===== src/rtl/ccc_frame_pkg.sv =====
package ccc_frame_pkg;
  typedef enum logic [2:0] {
    SYM_START  = 3'd0,
    SYM_RSTART = 3'd1,
    SYM_STOP   = 3'd2,
    SYM_HDR    = 3'd3,
    SYM_CCC    = 3'd4,
    SYM_DATA   = 3'd5,
    SYM_TBIT   = 3'd6
  } sym_kind_e;

  typedef enum logic [2:0] {
    ST_IDLE, ST_START, ST_HDR, ST_CCC, ST_CTB, ST_DATA, ST_DTB, ST_END
  } seq_state_e;

  localparam logic [6:0] BCAST_ADDR  = 7'h7E;
  localparam logic [7:0] HDR_BYTE    = {BCAST_ADDR, 1'b0};
  localparam logic [7:0] ENTDAA_CODE = 8'h07;
endpackage


===== src/rtl/ccc_desc_check.sv =====
module ccc_desc_check #(
  parameter int unsigned TYPE_W   = 4,
  parameter int unsigned CNT_W    = 16,
  parameter int unsigned CCC_TYPE = 6
) (
  input  logic [TYPE_W-1:0] type_i,
  input  logic [7:0]        ccc_i,
  input  logic [CNT_W-1:0]  cnt_i,
  input  logic              end_i,
  output logic              legal_o,
  output logic              end_stop_o
);
  import ccc_frame_pkg::*;

  logic type_ok, daa_ok;

  assign type_ok    = (type_i == TYPE_W'(CCC_TYPE));
  // ENTDAA carries no payload
  assign daa_ok     = (ccc_i != ENTDAA_CODE) || (cnt_i == '0);
  assign legal_o    = type_ok && daa_ok;
  // direct first part always hands over with Sr
  assign end_stop_o = end_i && !ccc_i[7];
endmodule


===== src/rtl/ccc_odd_parity.sv =====
module ccc_odd_parity #(
  parameter int unsigned W = 8
) (
  input  logic [W-1:0] data_i,
  output logic         tbit_o
);
  assign tbit_o = ~(^data_i);
endmodule


===== src/rtl/ccc_byte_counter.sv =====
module ccc_byte_counter #(
  parameter int unsigned CNT_W = 16
) (
  input  logic             clk_i,
  input  logic             rst_ni,
  input  logic             load_i,
  input  logic [CNT_W-1:0] load_val_i,
  input  logic             dec_i,
  output logic             zero_o,
  output logic             last_o
);
  logic [CNT_W-1:0] cnt_q;

  always_ff @(posedge clk_i or negedge rst_ni) begin
    if (!rst_ni)       cnt_q <= '0;
    else if (load_i)   cnt_q <= load_val_i;
    else if (dec_i && cnt_q != '0) cnt_q <= cnt_q - CNT_W'(1);
  end

  assign zero_o = (cnt_q == '0);
  assign last_o = (cnt_q == CNT_W'(1));
endmodule


===== src/rtl/ccc_frame_seq.sv =====
module ccc_frame_seq #(
  parameter int unsigned TYPE_W   = 4,
  parameter int unsigned CNT_W    = 16,
  parameter int unsigned CCC_TYPE = 6
) (
  input  logic              clk_i,
  input  logic              rst_ni,
  input  logic              desc_valid_i,
  output logic              desc_ready_o,
  input  logic [TYPE_W-1:0] desc_type_i,
  input  logic [7:0]        desc_ccc_i,
  input  logic [CNT_W-1:0]  desc_cnt_i,
  input  logic              desc_end_i,
  input  logic              no_hdr_i,
  input  logic              byte_valid_i,
  input  logic [7:0]        byte_i,
  output logic              byte_ready_o,
  output logic              sym_valid_o,
  output logic [2:0]        sym_kind_o,
  output logic [7:0]        sym_data_o,
  input  logic              sym_ready_i,
  output logic              busy_o,
  output logic              err_o
);
  import ccc_frame_pkg::*;

  seq_state_e state_q, state_d;
  sym_kind_e  kind;
  logic       bus_idle_q, end_stop_q, no_hdr_q, tbit_q, err_q;
  logic [7:0] ccc_q;
  logic       legal, end_stop, accept, fire, tbit_nx;
  logic       cnt_zero, cnt_last, cnt_dec;
  logic [7:0] par_in;

  ccc_desc_check #(.TYPE_W(TYPE_W), .CNT_W(CNT_W), .CCC_TYPE(CCC_TYPE)) u_check (
    .type_i    (desc_type_i),
    .ccc_i     (desc_ccc_i),
    .cnt_i     (desc_cnt_i),
    .end_i     (desc_end_i),
    .legal_o   (legal),
    .end_stop_o(end_stop)
  );

  assign par_in = (state_q == ST_DATA) ? byte_i : ccc_q;

  ccc_odd_parity #(.W(8)) u_par (
    .data_i(par_in),
    .tbit_o(tbit_nx)
  );

  assign accept  = desc_valid_i && desc_ready_o;
  assign cnt_dec = fire && (state_q == ST_DTB);

  ccc_byte_counter #(.CNT_W(CNT_W)) u_cnt (
    .clk_i     (clk_i),
    .rst_ni    (rst_ni),
    .load_i    (accept && legal),
    .load_val_i(desc_cnt_i),
    .dec_i     (cnt_dec),
    .zero_o    (cnt_zero),
    .last_o    (cnt_last)
  );

  // symbol presentation
  always_comb begin
    sym_valid_o = 1'b1;
    kind        = SYM_START;
    sym_data_o  = 8'h00;
    unique case (state_q)
      ST_IDLE:  sym_valid_o = 1'b0;
      ST_START: kind = SYM_START;
      ST_HDR: begin
        kind       = SYM_HDR;
        sym_data_o = HDR_BYTE;
      end
      ST_CCC: begin
        kind       = SYM_CCC;
        sym_data_o = ccc_q;
      end
      ST_CTB, ST_DTB: begin
        kind       = SYM_TBIT;
        sym_data_o = {7'b0, tbit_q};
      end
      ST_DATA: begin
        kind        = SYM_DATA;
        sym_valid_o = byte_valid_i;
        sym_data_o  = byte_i;
      end
      ST_END: kind = end_stop_q ? SYM_STOP : SYM_RSTART;
      default: sym_valid_o = 1'b0;
    endcase
  end

  assign sym_kind_o   = kind;
  assign fire         = sym_valid_o && sym_ready_i;
  assign byte_ready_o = (state_q == ST_DATA) && sym_ready_i;
  assign busy_o       = (state_q != ST_IDLE);
  assign desc_ready_o = !busy_o;
  assign err_o        = err_q;

  always_comb begin
    state_d = state_q;
    if (state_q == ST_IDLE) begin
      if (accept && legal) state_d = bus_idle_q ? ST_START : ST_HDR;
    end else if (fire) begin
      unique case (state_q)
        ST_START: state_d = no_hdr_q ? ST_CCC : ST_HDR;
        ST_HDR:   state_d = ST_CCC;
        ST_CCC:   state_d = ST_CTB;
        ST_CTB:   state_d = cnt_zero ? ST_END : ST_DATA;
        ST_DATA:  state_d = ST_DTB;
        ST_DTB:   state_d = cnt_last ? ST_END : ST_DATA;
        ST_END:   state_d = ST_IDLE;
        default:  state_d = ST_IDLE;
      endcase
    end
  end

  always_ff @(posedge clk_i or negedge rst_ni) begin
    if (!rst_ni) begin
      state_q    <= ST_IDLE;
      bus_idle_q <= 1'b1;
      end_stop_q <= 1'b0;
      no_hdr_q   <= 1'b0;
      ccc_q      <= 8'h00;
      tbit_q     <= 1'b0;
      err_q      <= 1'b0;
    end else begin
      state_q <= state_d;
      err_q   <= accept && !legal;
      if (accept && legal) begin
        ccc_q      <= desc_ccc_i;
        end_stop_q <= end_stop;
        no_hdr_q   <= no_hdr_i;
      end
      if (fire && (state_q == ST_CCC || state_q == ST_DATA)) tbit_q <= tbit_nx;
      if (fire && state_q == ST_END) bus_idle_q <= end_stop_q;
    end
  end
endmodule


===== config.mk =====
export PLATFORM = sky130hd
export DESIGN_NAME = ccc_frame_seq
export DESIGN_NICKNAME = d
export VERILOG_FILES = /design/src/rtl/ccc_frame_pkg.sv /design/src/rtl/ccc_desc_check.sv /design/src/rtl/ccc_odd_parity.sv /design/src/rtl/ccc_byte_counter.sv /design/src/rtl/ccc_frame_seq.sv
export SDC_FILE = /design/constraint.sdc
export NUM_CORES = 1
export LEC_CHECK = 0
export ABC_AREA = 0
export BUFFER_PORTS_ARGS = -buffer_cell sky130_fd_sc_hd__buf_2
export CAP_MARGIN = 25
export CORE_MARGIN = 2
export CORE_UTILIZATION = 48
export CTS_CLUSTER_DIAMETER = 80
export DETAILED_ROUTE_END_ITERATION = 10
export HOLD_SLACK_MARGIN = 0.08
export PLACE_DENSITY = 0.76
export SLEW_MARGIN = 20
export SYNTH_ARGS = -nofsm -noshare
export SYNTH_HDL_FRONTEND = slang
export SYNTH_SLANG_ARGS = --single-unit

===== constraint.sdc =====
create_clock -name clk_i -period 1.7 [get_ports clk_i]
set_clock_uncertainty 0.1 [all_clocks]
set_input_delay 0.085 -clock clk_i [delete_from_list [all_inputs] [get_ports clk_i]]
set_output_delay 0.085 -clock clk_i [all_outputs]
set_load 0.05 [all_outputs]

Word-level counts from Yosys, hierarchy flattened
Index checks and enable logic that the tools add are counted.
{"block": "word_totals", "regBits": 32, "latch_bits": 0, "mem_bits_rw": 0, "romBits": 0, "word_cells": 62, "mem_count": 0}
{"block": "op_classes", "add_sub_neg": 1, "mul": 0, "n_div": 0, "order_cmp": 0, "eq_ne": 11, "shifts": 0, "n_mux": 15, "bitwise": 1, "reduce_logical": 26}
{"cell": "$logic_not 16->1", "count": 2}
{"cell": "$mux 16", "count": 2}
{"cell": "$pmux 8 s4", "count": 1}
{"cell": "$pmux 3 s6", "count": 1}
{"cell": "$eq 16x1->1 const B", "count": 1}
{"cell": "$reduce_bool 16->1", "count": 1}
{"cell": "$sub 16x1->16 const B", "count": 1}
{"cell": "$pmux 3 s5", "count": 1}
{"cell": "$eq 3x3->1 const B", "count": 4}
{"cell": "$logic_and 1x1->1", "count": 11}
{"cell": "$mux 3", "count": 3}
{"cell": "$mux 2", "count": 4}
{"cell": "$mux 8", "count": 1}
{"cell": "$ne 8x3->1 const B", "count": 1}
{"cell": "$reduce_xor 8->1", "count": 1}
{"cell": "$eq 3x2->1 const B", "count": 2}
{"cell": "$eq 4x3->1 const B", "count": 1}
{"cell": "$reduce_bool 2->1", "count": 2}
{"cell": "$eq 3x1->1 const B", "count": 1}
{"cell": "$logic_not 1->1", "count": 3}
{"cell": "$logic_not 3->1", "count": 1}
{"cell": "$reduce_bool 3->1", "count": 1}
{"cell": "$logic_or 1x1->1", "count": 2}
{"cell": "$ne 2x1->1 const B", "count": 1}
{"cell": "other kinds (5)", "count": 5}

Logic depth before layout (Yosys ltp)
{"block": "logic_depth", "depth_word": 7, "mapped_depth": 8}

Cells and area by module
From an unflattened synthesis, not the netlist that was laid out.
{"block": "hier_totals", "hier_cells": 264, "area_unflattened_um2": 2262.2}
{"module": "ccc_frame_seq", "instances": 1, "cells_each": 126, "area_each_um2": 1076.0, "seq_area_each_um2": 401.6}
{"module": "ccc_byte_counter", "instances": 1, "cells_each": 120, "area_each_um2": 1028.5, "seq_area_each_um2": 400.4}
{"module": "ccc_desc_check", "instances": 1, "cells_each": 11, "area_each_um2": 96.3, "seq_area_each_um2": 0.0}
{"module": "ccc_odd_parity", "instances": 1, "cells_each": 7, "area_each_um2": 61.3, "seq_area_each_um2": 0.0}

Least setup slack after synthesis
Ideal clock, no wire load.
{"block": "synth_timing", "path_kind": "reg-to-reg", "from": "reg state_q[2]", "to": "reg state_q[0]", "arrival_ns": 1.986, "setup_slack_ns": -0.507, "stages_incl_launch_ff": 7, "path_buffers": 1, "cell_sequence": "dfrtp_1 > buf_2 > and3b_1 > o21ai_1 > nand2_1 > a21o_1 > a22o_1"}
{"item": "start, declared", "line": "ccc_frame_seq.sv:27", "source": "seq_state_e state_q, state_d;"}
{"item": "start signal, assigned", "line": "ccc_frame_seq.sv:129", "source": "state_q <= state_d;"}
{"item": "$eq 3x3->1 or $logic_not 3->1 (tied branches)", "line": "ccc_frame_seq.sv:69", "source": "unique case (state_q)"}
{"item": "$pmux 1 s2 (*)", "line": "ccc_frame_seq.sv:69"}
{"item": "via sym_valid_o", "line": "ccc_frame_seq.sv:18", "source": "output logic sym_valid_o,"}
{"item": "$logic_and 1x1->1 (*)", "line": "ccc_frame_seq.sv:95", "source": "assign fire = sym_valid_o && sym_ready_i;"}
{"item": "$reduce_bool 2->1 (no line) (*)"}
{"item": "$reduce_and 2->1 (no line) (*)"}
Mark *: on every way through the listed nets, which the timed path passes. The rest lies on a longest branch. The select of a mux whose other input is x is not followed.
A chain may end at the register's enable or synchronous reset.

Worst setup path in the final report
{"block": "layout_timing", "from": "reg u_cnt.cnt_q[1]", "to": "reg u_cnt.cnt_q[14]"}
{"block": "layout_between", "elab_chain_cells": 3}
{"item": "start, declared", "line": "ccc_byte_counter.sv:12", "source": "logic [CNT_W-1:0] cnt_q;"}
{"item": "start signal, assigned", "line": "ccc_byte_counter.sv:16", "source": "else if (load_i) cnt_q <= load_val_i;"}
{"item": "start signal, assigned", "line": "ccc_byte_counter.sv:17", "source": "else if (dec_i && cnt_q != '0) cnt_q <= cnt_q - CNT_W'(1);"}
{"item": "$sub 16x1->16 or $reduce_bool 16->1 (tied branches)", "line": "ccc_byte_counter.sv:17"}
{"item": "$mux 16 or $logic_and 1x1->1 (tied branches)", "line": "ccc_byte_counter.sv:17"}
{"item": "$mux 16 or $reduce_bool 2->1 (tied branches)"}
Several ways; a longest one is shown, not always the timed one. The select of a mux whose other input is x is not followed.

==> results by group <==
Yosys
  – Number of synthesis warnings: 0
  – Synthesized Nets: 302
  – Top_reg_cell synth: dfrtp_1
  – Syn_area_per_cell: about 9.1 sq um
  – Mapped Area: around 2300 sq um
  – EDFF count, synth: 0
  – Netlist cell types: 65
  – Gate Count Post-Synth: around 260
  – Synth Register Bits: 32
  – Fraction of registers with async set/reset: 1.000
  – Sequential area share after synthesis: 0.3443

Run status
  – Status: complete, but fails checks
  – Violated checks: setup timing

GRT
  – Vias in the first global route: about 2800
  – Met1 Use GR: 0.3962
  – Met2 Use GR: 0.5446
  – Largest net degree at the start of global routing: 33
  – Met3 Track Usage GR: 0.07545
  – Initial antenna violation count: 0
  – First-pass GRT wire length: ~13 mm
  – Total global routing overflow: 0
  – GR Util All Layers: 0.3212
  – Busiest grt layer: met2

Clock network
  – Clk Tree Root Cell: clkbuf_8
  – TritonCTS clock tree: done
  – CTS max path bufs: 2
  – Clock sink count: 32
  – CTS buffer count: 5
  – Worst-Skew Late Latency: 0.30 ns
  – Clock transition at path regs: ~0.080 ns
  – H-tree depth: 2

Finish
  – Area taken by multi-input logic gates: 1662 sq um
  – Number of fill cells in the layout: 225
  – Storage cell area: just over 800 sq um
  – Antenna diodes: 0
  – Layout cells sized above 1: 0.5047
  – Final net count: 469
  – Synth-to-Final Area Change: 74.81%
  – Final core occ: 0.8680
  – Design area: slightly above 4000 sq um
  – Non-Filler Instances: ~480

Setup path
  – CP Capture Type: register
  – CP arrival: around 2.2 ns
  – Required @ worst endpoint: roughly 1.8 ns
  – CP Max Fanout: 3
  – Crit path kind: register to register
  – Crit start category: register
  – R2R depth: 8

Detailed routing
  – Initial DRC Count: ~500
  – Wire per inst: 21.81 um
  – DRT Pass-1 Iters: 7
  – DR vias: a little over 3000
  – Routed wire length: 10.43 mm
  – Routed Antenna Nets: 0
  – DRC violations left: 0
  – Vias per cell: ~6.4

Power
  – Peak supply drop: roughly 930 uV
  – PwrDens: between 1500 and 2000 nW/um^2
  – Leakage Power: between 1.5 and 2 nW

Place
  – RePlAce Congestion: slightly above 0.9
  – Placed instance area: roughly 3200 sq um
  – Hpwl dp: slightly above 5 mm
  – Inst Count DP: about 420
  – Port bufs: between 50 and 60

Die
  – Core footprint: roughly 4700 sq um
  – Die width: between 70 and 80 um
  – Initial core utilization: 0.4965
  – I/O pin total: 59
  – Row count: 25
  – Die height: approximately 74 um
  – DIE AREA: approximately 5400 sq um

Timing
  – Slew @ Worst Pin: 0.7841 ns
  – Worst hold margin: 0.08764 ns
  – TNS Setup: -4.888 ns
  – Slew margin rel.: 0.4773
  – Max Slew Vio Count: 0
  – Minimum clock period after layout: between 2 and 2.5 ns
  – Unrepaired setup endpoints after global routing: yes
  – Max Freq: 481.9 MHz
  – Count of final setup violators: 28
  – Final WS setup: -0.3753 ns
  – Final worst-path cycle share: 1.221
  – Final count of hold timing violations: 0

Min path
  – WHS Path Cells: 3
  – Worst min-delay path class: primary input to register

Job
  – Max-Cap Viols: 0
## Yosys cell counts, drive strengths merged, types with 5 or more instances
library cell / instances / share of area
nor4: 8 / 0.034
nand2: 50 / 0.081
a21oi: 5 / 0.016
buf: 9 / 0.030
nor2: 8 / 0.017
clkbuf: 5 / 0.012
nand3: 11 / 0.024
o21ai: 9 / 0.019
nand2b: 9 / 0.024
nor3: 9 / 0.019
dfrtp: 31 / 0.33
a22oi: 6 / 0.019
mux2i: 5 / 0.021
o211ai: 7 / 0.025
xnor2: 15 / 0.056
inv: 6 / 0.0097
a22o: 8 / 0.030
## cell type report
class | count | share of cell area
multi-input cells | 204 | 0.4080
clock buffers | 5 | 0.01690
flip-flops and latches | 32 | 0.1975
well taps | 54 | 0.01659
clock inverters | 3 | 0.005837
repair buffers | 174 | 0.3468
inverters | 6 | 0.008295
## per-stage QoR
step | setup WS, ns | total power [mW]
after floorplan | -0.2169 | 4.005
after global placement | -0.1710 | 5.281
after detailed placement | -0.2252 | 5.378
after CTS | -0.1881 | 6.698
after global routing | -0.3994 | 7.926
final | -0.3753 | 7.675
## report_power, final
group / internal [mW] / switching, mW
Sequential: 1.07 / 0.392
Clock: 0.291 / 0.360
Combinational: 2.54 / 3.02
Total: 3.91 / 3.77
## what timing repair did
action                                  in CTS  in global routing
resized for setup                           44                 37
endpoints found under the setup margin      37                 44
hold buffers                                25                  0
cloned                                       1                  0
setup buffers                               14                  7
pin swaps                                    7                 13
hold endpoints to repair                    55                  0
## kinds of logic (layout without fill, tap and decap cells)
group | after synthesis | after routing | synth area share
buf+inv | 20 | 188 | 0.05155
fa+ha+maj | 3 | 3 | 0.01611
simple gates | 124 | 124 | 0.3110
flops | 32 | 32 | 0.3443
xor+xnor | 16 | 16 | 0.06015
compound gates | 55 | 55 | 0.1907
mux | 6 | 6 | 0.02632
## worst paths after layout
kind / start / endpoint / slack [ns]
worst max-delay path: u_cnt.cnt_q[1] / u_cnt.cnt_q[14] / -0.38
min in group asynchronous: rst_ni / u_cnt.cnt_q[14] / 0.30
worst min-delay path: desc_cnt_i[4] / u_cnt.cnt_q[4] / 0.09
max in group asynchronous: rst_ni / state_q[0] / 0.66
worst min register to register: ccc_q[3] / ccc_q[3] / 0.43
worst max register to register: u_cnt.cnt_q[1] / u_cnt.cnt_q[14] / -0.38
## worst max-delay path, cell delays in order (launching register included)
cell     delay, ns
dfrtp_1       0.41
inv_2         0.13
buf_12        0.11
ha_4          0.13
or3b_4        0.40
nor3_2        0.20
nand3_2       0.14
nor3_1        0.23
o21ai_1       0.11
## per-layer routing
layer	part of all wire	wire, um
met5	0	0
met4	0.051	535
met2	0.48	5014
met1	0.38	3969
met3	0.087	906
## flip-flops by register name, summed over array words and instances (netlist names)
register	flops
tbit_q	1
ccc_q	8
no_hdr_q	1
state_q	3
u_cnt.cnt_q	16
bus_idle_q	1
err_o	1
end_stop_q	1
## cells in the final DEF (no fill, tap or decap), drive strengths merged, types with 2 or more instances in the layout
master       Yosys  layout
buf              9     149
nand2           50      50
dfrtp           31      31
dlygate4sd3      0      25
xnor2           15      15
nand3           11      11
nand2b           9       9
nor3             9       9
o21ai            9       9
a22o             8       8
nor2             8       8
nor4             8       8
o211ai           7       7
a22oi            6       6
mux2i            5       5
clkbuf           5       5
a21oi            5       5
inv              6       5
clkinvlp         0       3
nand4            3       3
nor2b            3       3
nor4b            3       3
or3              3       3
o311ai           3       3
ha               3       3
nor4bb           2       2
and2             2       2
nand4b           2       2
a32oi            2       2
a21o             2       2
a21boi           2       2
nor3b            2       2
and4             2       2
a31oi            2       2
Note: power is estimated with default switching activity, not from simulation.
